### config.mk
export PLATFORM = sky130hd
export DESIGN_NAME = pec_crc_unit
export DESIGN_NICKNAME = d
export VERILOG_FILES = /design/src/rtl/pec_pkg.sv /design/src/rtl/pec_crc_unit.sv
export SDC_FILE = /design/constraint.sdc
export NUM_CORES = 1
export LEC_CHECK = 0
export ABC_AREA = 1
export BUFFER_PORTS_ARGS = -buffer_cell sky130_fd_sc_hd__buf_4
export CORE_MARGIN = 4
export CORE_UTILIZATION = 45
export DETAILED_ROUTE_END_ITERATION = 8
export GPL_TIMING_DRIVEN = 1
export HOLD_SLACK_MARGIN = 0.15
export PLACE_DENSITY = 0.83
export SYNTH_ARGS = -nofsm -noshare
export SYNTH_HDL_FRONTEND = slang
export SYNTH_SLANG_ARGS = --single-unit
### constraint.sdc
create_clock -name clk -period 1.3 [get_ports clk]
set_input_delay 0.26 -clock clk [delete_from_list [all_inputs] [get_ports clk]]
set_output_delay 0.26 -clock clk [all_outputs]
set_load 0.05 [all_outputs]
### src/rtl/pec_pkg.sv
package pec_pkg;

   // CRC generator structures
   localparam int unsigned ARCH_BITWISE = 0;
   localparam int unsigned ARCH_NIBBLE  = 1;

   // Advance a CRC of 'width' bits by 'nbits' message bits, MSB first.
   // The message bits are the low 'nbits' bits of 'data'.
   function automatic logic [31:0] crc_bits(input logic [31:0] crc_in,
                                            input logic [31:0] poly,
                                            input logic [31:0] data,
                                            input int unsigned width,
                                            input int unsigned nbits);
      logic [31:0] c;
      logic [31:0] mask;
      logic        fb;
      mask = (width >= 32) ? 32'hFFFF_FFFF : ((32'd1 << width) - 32'd1);
      c    = crc_in & mask;
      for (int unsigned i = 0; i < 32; i++) begin
         if (i < nbits) begin
            fb = c[width-1] ^ data[nbits-1-i];
            c  = (c << 1) & mask;
            if (fb) c = c ^ (poly & mask);
         end
      end
      return c;
   endfunction

endpackage

### src/rtl/pec_crc_unit.sv
module pec_crc_unit
   import pec_pkg::*;
#(
   parameter int unsigned CRC_W    = 8,
   parameter int unsigned BYTE_W   = 8,
   parameter int unsigned POLY     = 32'h07,
   parameter int unsigned INIT     = 32'h00,
   parameter int unsigned CRC_ARCH = ARCH_BITWISE
) (
   input  logic              clk,
   input  logic              rst_n,
   input  logic              clear_i,
   input  logic              upd_i,
   input  logic [BYTE_W-1:0] data_i,
   output logic [CRC_W-1:0]  crc_o
);

   localparam logic [31:0]      POLY32 = 32'(POLY);
   localparam logic [31:0]      INIT32 = 32'(INIT);
   localparam logic [CRC_W-1:0] INIT_V = INIT32[CRC_W-1:0];
   localparam int unsigned      NIBS   = BYTE_W / 4;

   logic [CRC_W-1:0] crc_q;
   logic [CRC_W-1:0] crc_nxt;

   generate
      if (CRC_ARCH == ARCH_NIBBLE) begin : g_nibble
         logic [CRC_W-1:0] tbl   [16];
         logic [CRC_W-1:0] stage [NIBS+1];

         for (genvar k = 0; k < 16; k++) begin : g_tbl
            localparam logic [31:0] TV =
               crc_bits(32'(k) << (CRC_W-4), POLY32, 32'd0, CRC_W, 4);
            assign tbl[k] = TV[CRC_W-1:0];
         end

         assign stage[0] = crc_q;
         for (genvar j = 0; j < NIBS; j++) begin : g_chain
            logic [3:0] idx;
            assign idx = stage[j][CRC_W-1 -: 4] ^ data_i[BYTE_W-1-4*j -: 4];
            assign stage[j+1] = (stage[j] << 4) ^ tbl[idx];
         end
         assign crc_nxt = stage[NIBS];
      end else begin : g_bitwise
         logic [31:0] wide;
         always_comb begin
            wide    = crc_bits(32'(crc_q), POLY32, 32'(data_i), CRC_W, BYTE_W);
            crc_nxt = wide[CRC_W-1:0];
         end
      end
   endgenerate

   always_ff @(posedge clk or negedge rst_n) begin
      if (!rst_n)       crc_q <= INIT_V;
      else if (clear_i) crc_q <= INIT_V;
      else if (upd_i)   crc_q <= crc_nxt;
   end

   assign crc_o = crc_q;

   AST_START_RELOADS_CRC: assert property (@(posedge clk) disable iff (!rst_n)
      clear_i |=> (crc_q == INIT_V)) else $error("crc not reloaded");
   AST_CRC_HOLDS_IDLE: assert property (@(posedge clk) disable iff (!rst_n)
      (!clear_i && !upd_i) |=> $stable(crc_q)) else $error("crc moved");

endmodule

==> results of run 1 <==
[worst min path at each step]
stage	from	end	slack, ps
after floorplan	rst_n	crc_o[0]	-40
after global placement	rst_n	crc_o[4]	90
after detailed placement	rst_n	crc_o[3]	90
after CTS	clear_i	crc_o[1]	320
after global routing	clear_i	crc_o[1]	330
final	clear_i	crc_o[6]	310
[report_power, final]
part	switching, mW	total (mW)	leakage [nW]	internal, mW
sequential	0.0797	0.396	0.0944	0.316
clock	0.100	0.207	0.0138	0.107
combinational	0.580	0.889	0.405	0.310
[Yosys cell counts]
master                    number
sky130_fd_sc_hd__xor2_1        2
sky130_fd_sc_hd__xor2_2        2
sky130_fd_sc_hd__dfrtp_1       8
sky130_fd_sc_hd__inv_1        15
sky130_fd_sc_hd__nand2_1      53
sky130_fd_sc_hd__xnor2_2       1
sky130_fd_sc_hd__nand3_1      10
sky130_fd_sc_hd__inv_2         2
sky130_fd_sc_hd__nor2_8        1
sky130_fd_sc_hd__nor2_1        1
sky130_fd_sc_hd__xnor2_1       4
sky130_fd_sc_hd__o21ai_1       2
[logic make-up (layout without fill, tap and decap cells)]
family | count (synthesis) | after routing | synth area share [%]
XOR/XNOR | 9 | 9 | 15.64
buffers and inverters | 17 | 41 | 9.845
AND/OR/NAND/NOR | 65 | 65 | 42.08
flip-flops | 8 | 8 | 30.89
AO/OA/AOI/OAI | 2 | 2 | 1.544
[metal layers]
| metal | global-route usage (%) | wire, um | share of wire [%] |
|---|---|---|---|
| met1 | 16.67 | 646 | 39 |
| met5 | 0 | 0 | 0 |
| met3 | 2.372 | 106 | 6.3 |
| met2 | 33.52 | 883 | 53 |
| met4 | 7.955 | 34 | 2.0 |
[layout make-up]
type	instances	area, um2
multi-input combinational	76	430.4
clock buffer	3	22.52
sequential	8	210.2
timing repair buffer	21	160.2
inverter	17	63.81
tap	15	18.77
fill	111	427.9
[worst max-delay path, delay by kind of cell, from the launching register on]
kind	cells	cell delay (ps)
AND/OR/NAND/NOR	8	580
flip-flops	1	430
buffers and inverters	2	130
[repair_timing]
| action | CTS | global route |
|---|---|---|
| hold buffers | 1 | 0 |
| hold endpoints to repair | 8 | 0 |
| setup buffers | 0 | 0 |
| resized for setup | 0 | 9 |
| setup endpoints to repair | 0 | 5 |
==> impl_metrics.csv, run 1 <==
group,metric,value,unit
timing,slew_headroom,83.00,%
floorplanning,die_width,45.95,um
power,total_chip_power,1.492,mW
placed_design,hpwlAfterDp,1224,um
timing,final_period_minus_worst_setup_slack,1253,ps
yosys,mappedNetlistNets,113,
critical_path,crit_path_cell_trace,"inv_2 > nand2_1 > nand2_2 > nand2_1 > nand3_1 > nand2_2 > inv_2 > nand2_1 > nand3_1 > nand2_1",
critical_path,cp_data_arrival_time,1410,ps
route,route.vias.total,699,
critical_path,worst_setup_path_start_kind,"flop",
placed_design,post_placement_cell_area,837.1,um2
yosys,ys_seq_area_share,30.89,%
cts,cts_tree,"done",
cts,cts_max_level,1,
route,routed_wirelength,1670,um
critical_path,r2r_end,"crc_o[2]",
cts,clkTransAtPathRegs,60,ps
timing,worst_slack,46.60,ps
critical_path,worst_setup_path_endpoint,"crc_o[2]",
cts,clock_latency,270,ps
timing,finalSetupTns,0,ps
job,cap_viol_max_count,0,
critical_path,library_cell_appearing_most_often_on_the_critical_path,"sky130_fd_sc_hd__nand2_1",
cts,cts_root_buf,"sky130_fd_sc_hd__clkbuf_4",
floorplanning,floorplan.die_area,0.002111,mm2
outcome,run_status,"finished, final reports clean",
critical_path,slowest_stage,"sky130_fd_sc_hd__dfrtp_2",
worst_hold_path,hold_class,"primary input to flop",
timing,grt_setup_unrepaired,"true",
yosys,flop_and_latch_count_out_of_synthesis,8,
power,ir_worst_vdd,0.0008858,V
yosys,synth_top_cell_by_area,"sky130_fd_sc_hd__dfrtp_1",
timing,final-hold-violation-count,0,
final_layout,post_route_cells_drive_above_1_share,37.60,%
critical_path,r2r.worst_path.cells,10,
yosys,synth_cell_type_count,12,
critical_path,worst-r2r-setup-slack,50,ps
yosys,synthesis.yosys.warnings,0,
critical_path,critical_path_peak_fanout,5,
global_route,grt_pass1_wl,2587,um
floorplanning,start_util,48.59,%
route,post-route-drc-count,0,
floorplanning,design.portCount,20,
yosys,synthesis.area_per_instance,6.417,um2
cts,cts_inserted_buffers,3,
global_route,overflow,0,
critical_path,criticalPathCategory,"flop to flop",
critical_path,timing.critical_path.from,"crc_o[7]",
floorplanning,placement_rows,13,
power,power.leakage,0.5128,nW
final_layout,layout.cells.most_common_list,"sky130_fd_sc_hd__nand2_1 (48), sky130_fd_sc_hd__buf_4 (20), sky130_fd_sc_hd__inv_1 (13)",
floorplanning,core,0.001334,mm2
final_layout,mostFrequentLayoutCell,"sky130_fd_sc_hd__nand2_1",
worst_hold_path,holdPathStages,4,
yosys,synth.area.top_cells,"sky130_fd_sc_hd__dfrtp_1 (31%), sky130_fd_sc_hd__nand2_1 (31%), sky130_fd_sc_hd__inv_1 (8.7%), sky130_fd_sc_hd__nand3_1 (7.7%), sky130_fd_sc_hd__xnor2_1 (5.4%)",
cts,max-clock-path-buffers,2,
global_route,antenna_found_initial,0,
yosys,netlist_area,648.1,um2
final_layout,final_cell_area,905.9,um2
timing,final-setup-viol-count,0,
final_layout,utilization,67.92,%
placed_design,numPortBuffers,19,
cts,cts.sink_count,8,
placed_design,placed_cells_incl_taps,136,
global_route,grt_start_max_net_pins,9,
critical_path,critPathCaptureType,"flop",
global_route,first_global_vias,715,
timing,slew_violations,0,
critical_path,worstReg2RegStart,"crc_o[7]",
timing,hold_ws,312.6,ps
placed_design,pre_cts_slack,26.19,ps
route,vias_per_cell,4.993,
final_layout,area.growth.synth_to_final,39.77,%
final_layout,largest_register_ff_count,8,
timing,worstMarginPinSlew,253.2,ps
yosys,number_of_instances_in_the_synthesized_netlist,101,
critical_path,worst-endpoint-required,1460,ps
final_layout,finalNonFillerCells,140,
route,detail-route-antenna-nets,0,
final_layout,diodes,0,
final_layout,finalNetCount,139,
critical_path,critical_path.max_stage_delay,430,ps
route,drt_pass1_iterations,4,
timing,timing.fmax,797.8,MHz
route,iter_0_drt_violations,11,
yosys,netlist.area_leader.share,30.89,%
global_route,globalRouteTotalUtil,16.99,%
timing,min_period_over_period,96.42,%
placed_design,place.gp.congestion,0.7521,
power,power_density,1647,mW/mm2
timing,finalClockSkew,3.004,ps
floorplanning,die_h,45.95,um
route,detail_route.wl_per_cell,11.93,um
Note: power is estimated with default switching activity, not from simulation.
==> run 2: changes to the inputs <==
--- a/config.mk
+++ b/config.mk
@@ -7,12 +7,15 @@
 export LEC_CHECK = 0
 export ABC_AREA = 1
 export BUFFER_PORTS_ARGS = -buffer_cell sky130_fd_sc_hd__buf_4
+export CELL_PAD_IN_SITES_DETAIL_PLACEMENT = 0
+export CELL_PAD_IN_SITES_GLOBAL_PLACEMENT = 1
 export CORE_MARGIN = 4
-export CORE_UTILIZATION = 45
+export CORE_UTILIZATION = 33
 export DETAILED_ROUTE_END_ITERATION = 8
 export GPL_TIMING_DRIVEN = 1
 export HOLD_SLACK_MARGIN = 0.15
-export PLACE_DENSITY = 0.83
+export PLACE_DENSITY = 0.87
+export SETUP_SLACK_MARGIN = 0.15
 export SYNTH_ARGS = -nofsm -noshare
 export SYNTH_HDL_FRONTEND = slang
 export SYNTH_SLANG_ARGS = --single-unit
==> impl_metrics.csv, run 2 (same netlist as run 1, synthesis figures left out) <==
group,metric,value,unit
power,p_sw,0.8190,mW
critical_path,critical_path.max_stage_delay,430,ps
critical_path,critical_path_peak_fanout,5,
floorplanning,placement_rows,15,
cts,clock_latency,260,ps
critical_path,critPathCaptureType,"flop",
final_layout,utilization,59.65,%
final_layout,finalNetCount,142,
final_layout,largest_register_ff_count,8,
global_route,grt_pass1_wl,2760,um
placed_design,hpwlAfterDp,1177,um
cts,cts_tree,"done",
worst_hold_path,hold_class,"primary input to flop",
critical_path,worst-endpoint-required,1450,ps
final_layout,layout.cells.most_common_list,"sky130_fd_sc_hd__nand2_1 (42), sky130_fd_sc_hd__buf_4 (15), sky130_fd_sc_hd__inv_1 (13)",
timing,final_period_minus_worst_setup_slack,1214,ps
route,detail-route-antenna-nets,0,
outcome,run_status,"finished, final reports clean",
placed_design,placed_cells_incl_taps,146,
power,internal_power,0.8786,mW
route,routed_wirelength,1688,um
cts,cts_inserted_buffers,3,
critical_path,slowest_stage,"sky130_fd_sc_hd__dfrtp_2",
route,vias_per_cell,4.471,
power,power.leakage,0.5685,nW
power,switching_share,48.24,%
critical_path,critical_path.top_delay_family,"simple AND/OR/NAND/NOR gates",
timing,timing.fmax,823.4,MHz
critical_path,worst-path-stages,10,
floorplanning,floorplan.die_area,0.002737,mm2
route,iter_0_drt_violations,15,
final_layout,post_route_cells_drive_above_1_share,46.88,%
global_route,grt-busiest-layer,"met2",
power,ir_worst_vdd,0.001032,V
global_route,antenna_found_initial,0,
critical_path,worstReg2RegStart,"crc_o[6]",
route,route.vias.total,684,
global_route,globalRouteTotalUtil,13.97,%
critical_path,worst-r2r-setup-slack,90,ps
final_layout,area.growth.synth_to_final,65.83,%
floorplanning,core,0.001802,mm2
global_route,grt_util_met2,21.90,%
critical_path,worst_setup_path_start_kind,"flop",
cts,clkTransAtPathRegs,60,ps
power,power_density,1579,mW/mm2
timing,finalClockSkew,3.981,ps
critical_path,worst_setup_path_endpoint,"crc_o[2]",
power,pwr-share-clk,12.0,%
timing,worstMarginPinSlew,194.1,ps
critical_path,cp_data_arrival_time,1370,ps
floorplanning,start_util,35.97,%
critical_path,path_buf_inv,2,
timing,slew_violations,0,
floorplanning,design.portCount,20,
global_route,grtUsageMet3,3.134,%
floorplanning,die_h,52.32,um
critical_path,timing.critical_path.from,"crc_o[6]",
power,power.share.combinational,63.0,%
route,drt_pass1_iterations,4,
cts,cts_root_buf,"sky130_fd_sc_hd__clkbuf_4",
worst_hold_path,holdPathStages,4,
route,detail_route.wl_per_cell,11.03,um
critical_path,r2r.worst_path.cells,10,
critical_path,crit_path_cell_trace,"inv_2 > nand2_1 > nand2_2 > nand2_2 > nand3_2 > nand2_2 > inv_2 > nand2_1 > nand3_1 > nand2_1",
job,cap_viol_max_count,0,
critical_path,r2r_end,"crc_o[2]",
critical_path,criticalPathCategory,"flop to flop",
final_layout,diodes,0,
cts,max-clock-path-buffers,2,
cts,cts_max_level,1,
power,seq_power_share,25.0,%
timing,final-setup-viol-count,0,
power,total_chip_power,1.698,mW
timing,min_period_over_period,93.42,%
floorplanning,die_width,52.32,um
timing,slew_headroom,86.99,%
final_layout,finalNonFillerCells,153,
global_route,first_global_vias,652,
global_route,grt_start_max_net_pins,9,
timing,grt_setup_unrepaired,"true",
final_layout,mostFrequentLayoutCell,"sky130_fd_sc_hd__nand2_1",
placed_design,place.gp.congestion,0.7777,
cts,cts.sink_count,8,
route,post-route-drc-count,0,
timing,final-hold-violation-count,0,
global_route,global_route.usage.met1,18.07,%
placed_design,numPortBuffers,19,
global_route,overflow,0,
-- run 2: through the flow --
| step | cell area, um2 | hold WS (ps) | worst slack (ps) | TNS, ps |
|---|---|---|---|---|
| 3_5_place_dp | 854.6 | 93.16 | 93.48 | 0 |
| 4_1_cts | 939.7 | 311.4 | 78.26 | 0 |
| 2_1_floorplan | 673.1 | -35.59 | 51.65 | 0 |
| 3_3_place_gp | 854.6 | 90.44 | 111.3 | 0 |
| 5_1_grt | 1075 | 336.8 | -29.53 | -31.63 |
| 6_report | 1075 | 320.2 | 85.58 | 0 |
-- run 2: what timing repair did --
| action | CTS | global route |
|---|---|---|
| setup buffers | 2 | 1 |
| resized for setup | 11 | 23 |
| pin swaps | 5 | 8 |
| setup endpoints to repair | 13 | 12 |
| hold endpoints to repair | 8 | 0 |
| hold buffers | 1 | 0 |
-- run 2: area by class of cell --
type                    count  area [um2]
inverters                  17       63.81
multi-input cells          76       519.2
well taps                  25       31.28
flip-flops and latches      8       210.2
clock buffers               3       22.52
fillers                   166       726.9
repair buffers             24       227.7
-- run 2: worst min-delay path: stages --
cell                      delay [ps]
sky130_fd_sc_hd__buf_4           120
sky130_fd_sc_hd__nor2_8           50
sky130_fd_sc_hd__nand3_1          70
sky130_fd_sc_hd__nand2_1          50
-- run 2: worst min path at each step --
stage | from | endpoint | slack, ps
after global placement | rst_n | crc_o[3] | 90
final | clear_i | crc_o[1] | 320
after floorplan | rst_n | crc_o[0] | -40
after global routing | clear_i | crc_o[1] | 340
after detailed placement | rst_n | crc_o[3] | 90
after CTS | clear_i | crc_o[1] | 310
-- run 2: layer usage --
metal	vias to the layer above	part of all wire [%]
met1	307	42
met3	4	5.3
met2	16	52
li1	357	-
met4	0	1.2
met5	-	0
-- run 2: power groups by stage --
stage / sequential [mW] / clock, mW / combinational (mW)
after floorplan: 0.584 / 0 / 0.426
after global placement: 0.386 / 0 / 0.824
after detailed placement: 0.391 / 0 / 0.835
after CTS: 0.396 / 0.215 / 0.911
after global routing: 0.436 / 0.231 / 1.17
final: 0.425 / 0.204 / 1.07
==> run 3: changes to the inputs <==
--- a/config.mk
+++ b/config.mk
@@ -15,6 +15,7 @@
 export GPL_TIMING_DRIVEN = 1
 export HOLD_SLACK_MARGIN = 0.15
 export PLACE_DENSITY = 0.87
+export RECOVER_POWER = 100
 export SETUP_SLACK_MARGIN = 0.15
 export SYNTH_ARGS = -nofsm -noshare
 export SYNTH_HDL_FRONTEND = slang
==> impl_metrics.csv, run 3 (same netlist as run 1, synthesis figures left out) <==
group,metric,value,unit
job,cap_viol_max_count,0,
cts,cts_max_level,1,
cts,cts_tree,"done",
power,power_density,1582,mW/mm2
floorplanning,die_width,52.32,um
route,detail_route.wl_per_cell,11.05,um
route,drt_pass1_iterations,4,
route,post-route-drc-count,0,
placed_design,pre_cts_slack,93.48,ps
final_layout,area.growth.synth_to_final,64.29,%
timing,final-setup-viol-count,0,
timing,grt_setup_unrepaired,"true",
global_route,grt_start_max_net_pins,9,
placed_design,place.gp.congestion,0.7777,
critical_path,worst-r2r-setup-slack,90,ps
route,top_layer,"met4",
global_route,overflow,0,
final_layout,layout.cells.most_common_list,"sky130_fd_sc_hd__nand2_1 (42), sky130_fd_sc_hd__buf_4 (14), sky130_fd_sc_hd__inv_1 (13)",
final_layout,diodes,0,
power,power.leakage,0.5637,nW
timing,final-hold-violation-count,0,
timing,min_period_over_period,93.11,%
timing,slew_headroom,64.80,%
cts,cts_inserted_buffers,3,
route,met1Wirelength,703,um
route,met3_layer_wire_length_in_the_routed_design,99,um
floorplanning,core,0.001802,mm2
floorplanning,design.portCount,20,
route,detail-route-antenna-nets,0,
global_route,antenna_found_initial,0,
final_layout,mostFrequentLayoutCell,"sky130_fd_sc_hd__nand2_1",
cts,clkTransAtPathRegs,60,ps
route,routed_wirelength,1691,um
timing,finalClockSkew,2.352,ps
outcome,run_status,"finished, final reports clean",
global_route,first_global_vias,652,
critical_path,path_buf_inv,2,
final_layout,finalNonFillerCells,153,
floorplanning,die_h,52.32,um
critical_path,cp_data_arrival_time,1360,ps
cts,max-clock-path-buffers,2,
route,iter_0_drt_violations,16,
critical_path,worst-endpoint-required,1450,ps
timing,worstMarginPinSlew,528.0,ps
global_route,grt_pass1_wl,2760,um
critical_path,critical_path.max_stage_delay,430,ps
final_layout,largest_register_ff_count,8,
placed_design,numPortBuffers,19,
final_layout,finalNetCount,142,
timing,worst_slack,89.55,ps
critical_path,critPathCaptureType,"flop",
floorplanning,placement_rows,15,
timing,timing.fmax,826.1,MHz
power,ir_worst_vdd,0.001030,V
final_layout,post_route_cells_drive_above_1_share,46.09,%
global_route,globalRouteTotalUtil,13.97,%
floorplanning,floorplan.die_area,0.002737,mm2
cts,cts_root_buf,"sky130_fd_sc_hd__clkbuf_4",
placed_design,placed_cells_incl_taps,146,
critical_path,critical_path.top_delay_family,"simple AND/OR/NAND/NOR gates",
route,met2_wirelength,870,um
placed_design,hpwlAfterDp,1177,um
critical_path,criticalPathCategory,"flop to flop",
floorplanning,start_util,35.97,%
worst_hold_path,hold_class,"primary input to flop",
route,route.vias.total,681,
critical_path,slowest_stage,"sky130_fd_sc_hd__dfrtp_2",
cts,clock_latency,260,ps
cts,cts.sink_count,8,
timing,hold_ws,320.7,ps
critical_path,worst_setup_path_start_kind,"flop",
critical_path,crit_path_cell_trace,"inv_2 > nand2_1 > nand2_2 > nand2_2 > nand3_2 > nand2_2 > inv_2 > nand2_1 > nand3_1 > nand2_1",
timing,final_period_minus_worst_setup_slack,1210,ps
critical_path,critical_path_peak_fanout,5,
timing,slew_violations,0,
route,vias_per_cell,4.451,
run 3: metal layers:
metal	vias up	track usage, %
met3	4	3.134
met2	20	21.90
met1	302	18.07
li1	355	-
met4	0	6.383
met5	-	0
run 3: power by group:
| group | total (mW) | internal [mW] | switching (mW) |
|---|---|---|---|
| clock | 0.202 | 0.106 | 0.0960 |
| sequential | 0.423 | 0.316 | 0.107 |
| combinational | 1.06 | 0.446 | 0.613 |
run 3: per-stage QoR:
stage	TNS [ps]	power [mW]	cell area, um2	utilization, %
floorplan	0	1.010	673.1	-
global placement	0	1.210	854.6	47.43
detailed placement	0	1.226	854.6	47.43
CTS	0	1.522	939.7	52.15
global route	-31.63	1.826	1065	59.10
finish	0	1.685	1065	59.10
run 3: area by class of cell:
cell class              count  area (um2)
clock buffers               3       22.52
flip-flops and latches      8       210.2
inverters                  17       63.81
fillers                   170       737.0
repair buffers             24       217.7
multi-input cells          76       519.2
well taps                  25       31.28
run 3: worst paths after layout:
check                         start        to  cells past startpoint
setup / recovery           crc_o[6]  crc_o[2]                     10
hold / removal              clear_i  crc_o[1]                      4
setup reg to reg           crc_o[6]  crc_o[2]                     10
hold reg to reg            crc_o[6]  crc_o[6]                      2
max in group asynchronous     rst_n  crc_o[7]                      2
min in group asynchronous     rst_n  crc_o[3]                      2
run 3: timing repair:
item | CTS | global route
hold endpoints to repair | 8 | 0
setup buffers | 2 | 1
pin swaps | 5 | 8
cloned | 0 | 0
setup endpoints to repair | 13 | 12
gates resized for setup | 11 | 23
hold buffers | 1 | 0
run 3: worst reg2reg max path: cells and delay by family, from the launching register on:
kind,cells,cell delay (ps)
DFF,1,430
and+or+nand+nor,8,560
buffers and inverters,2,120
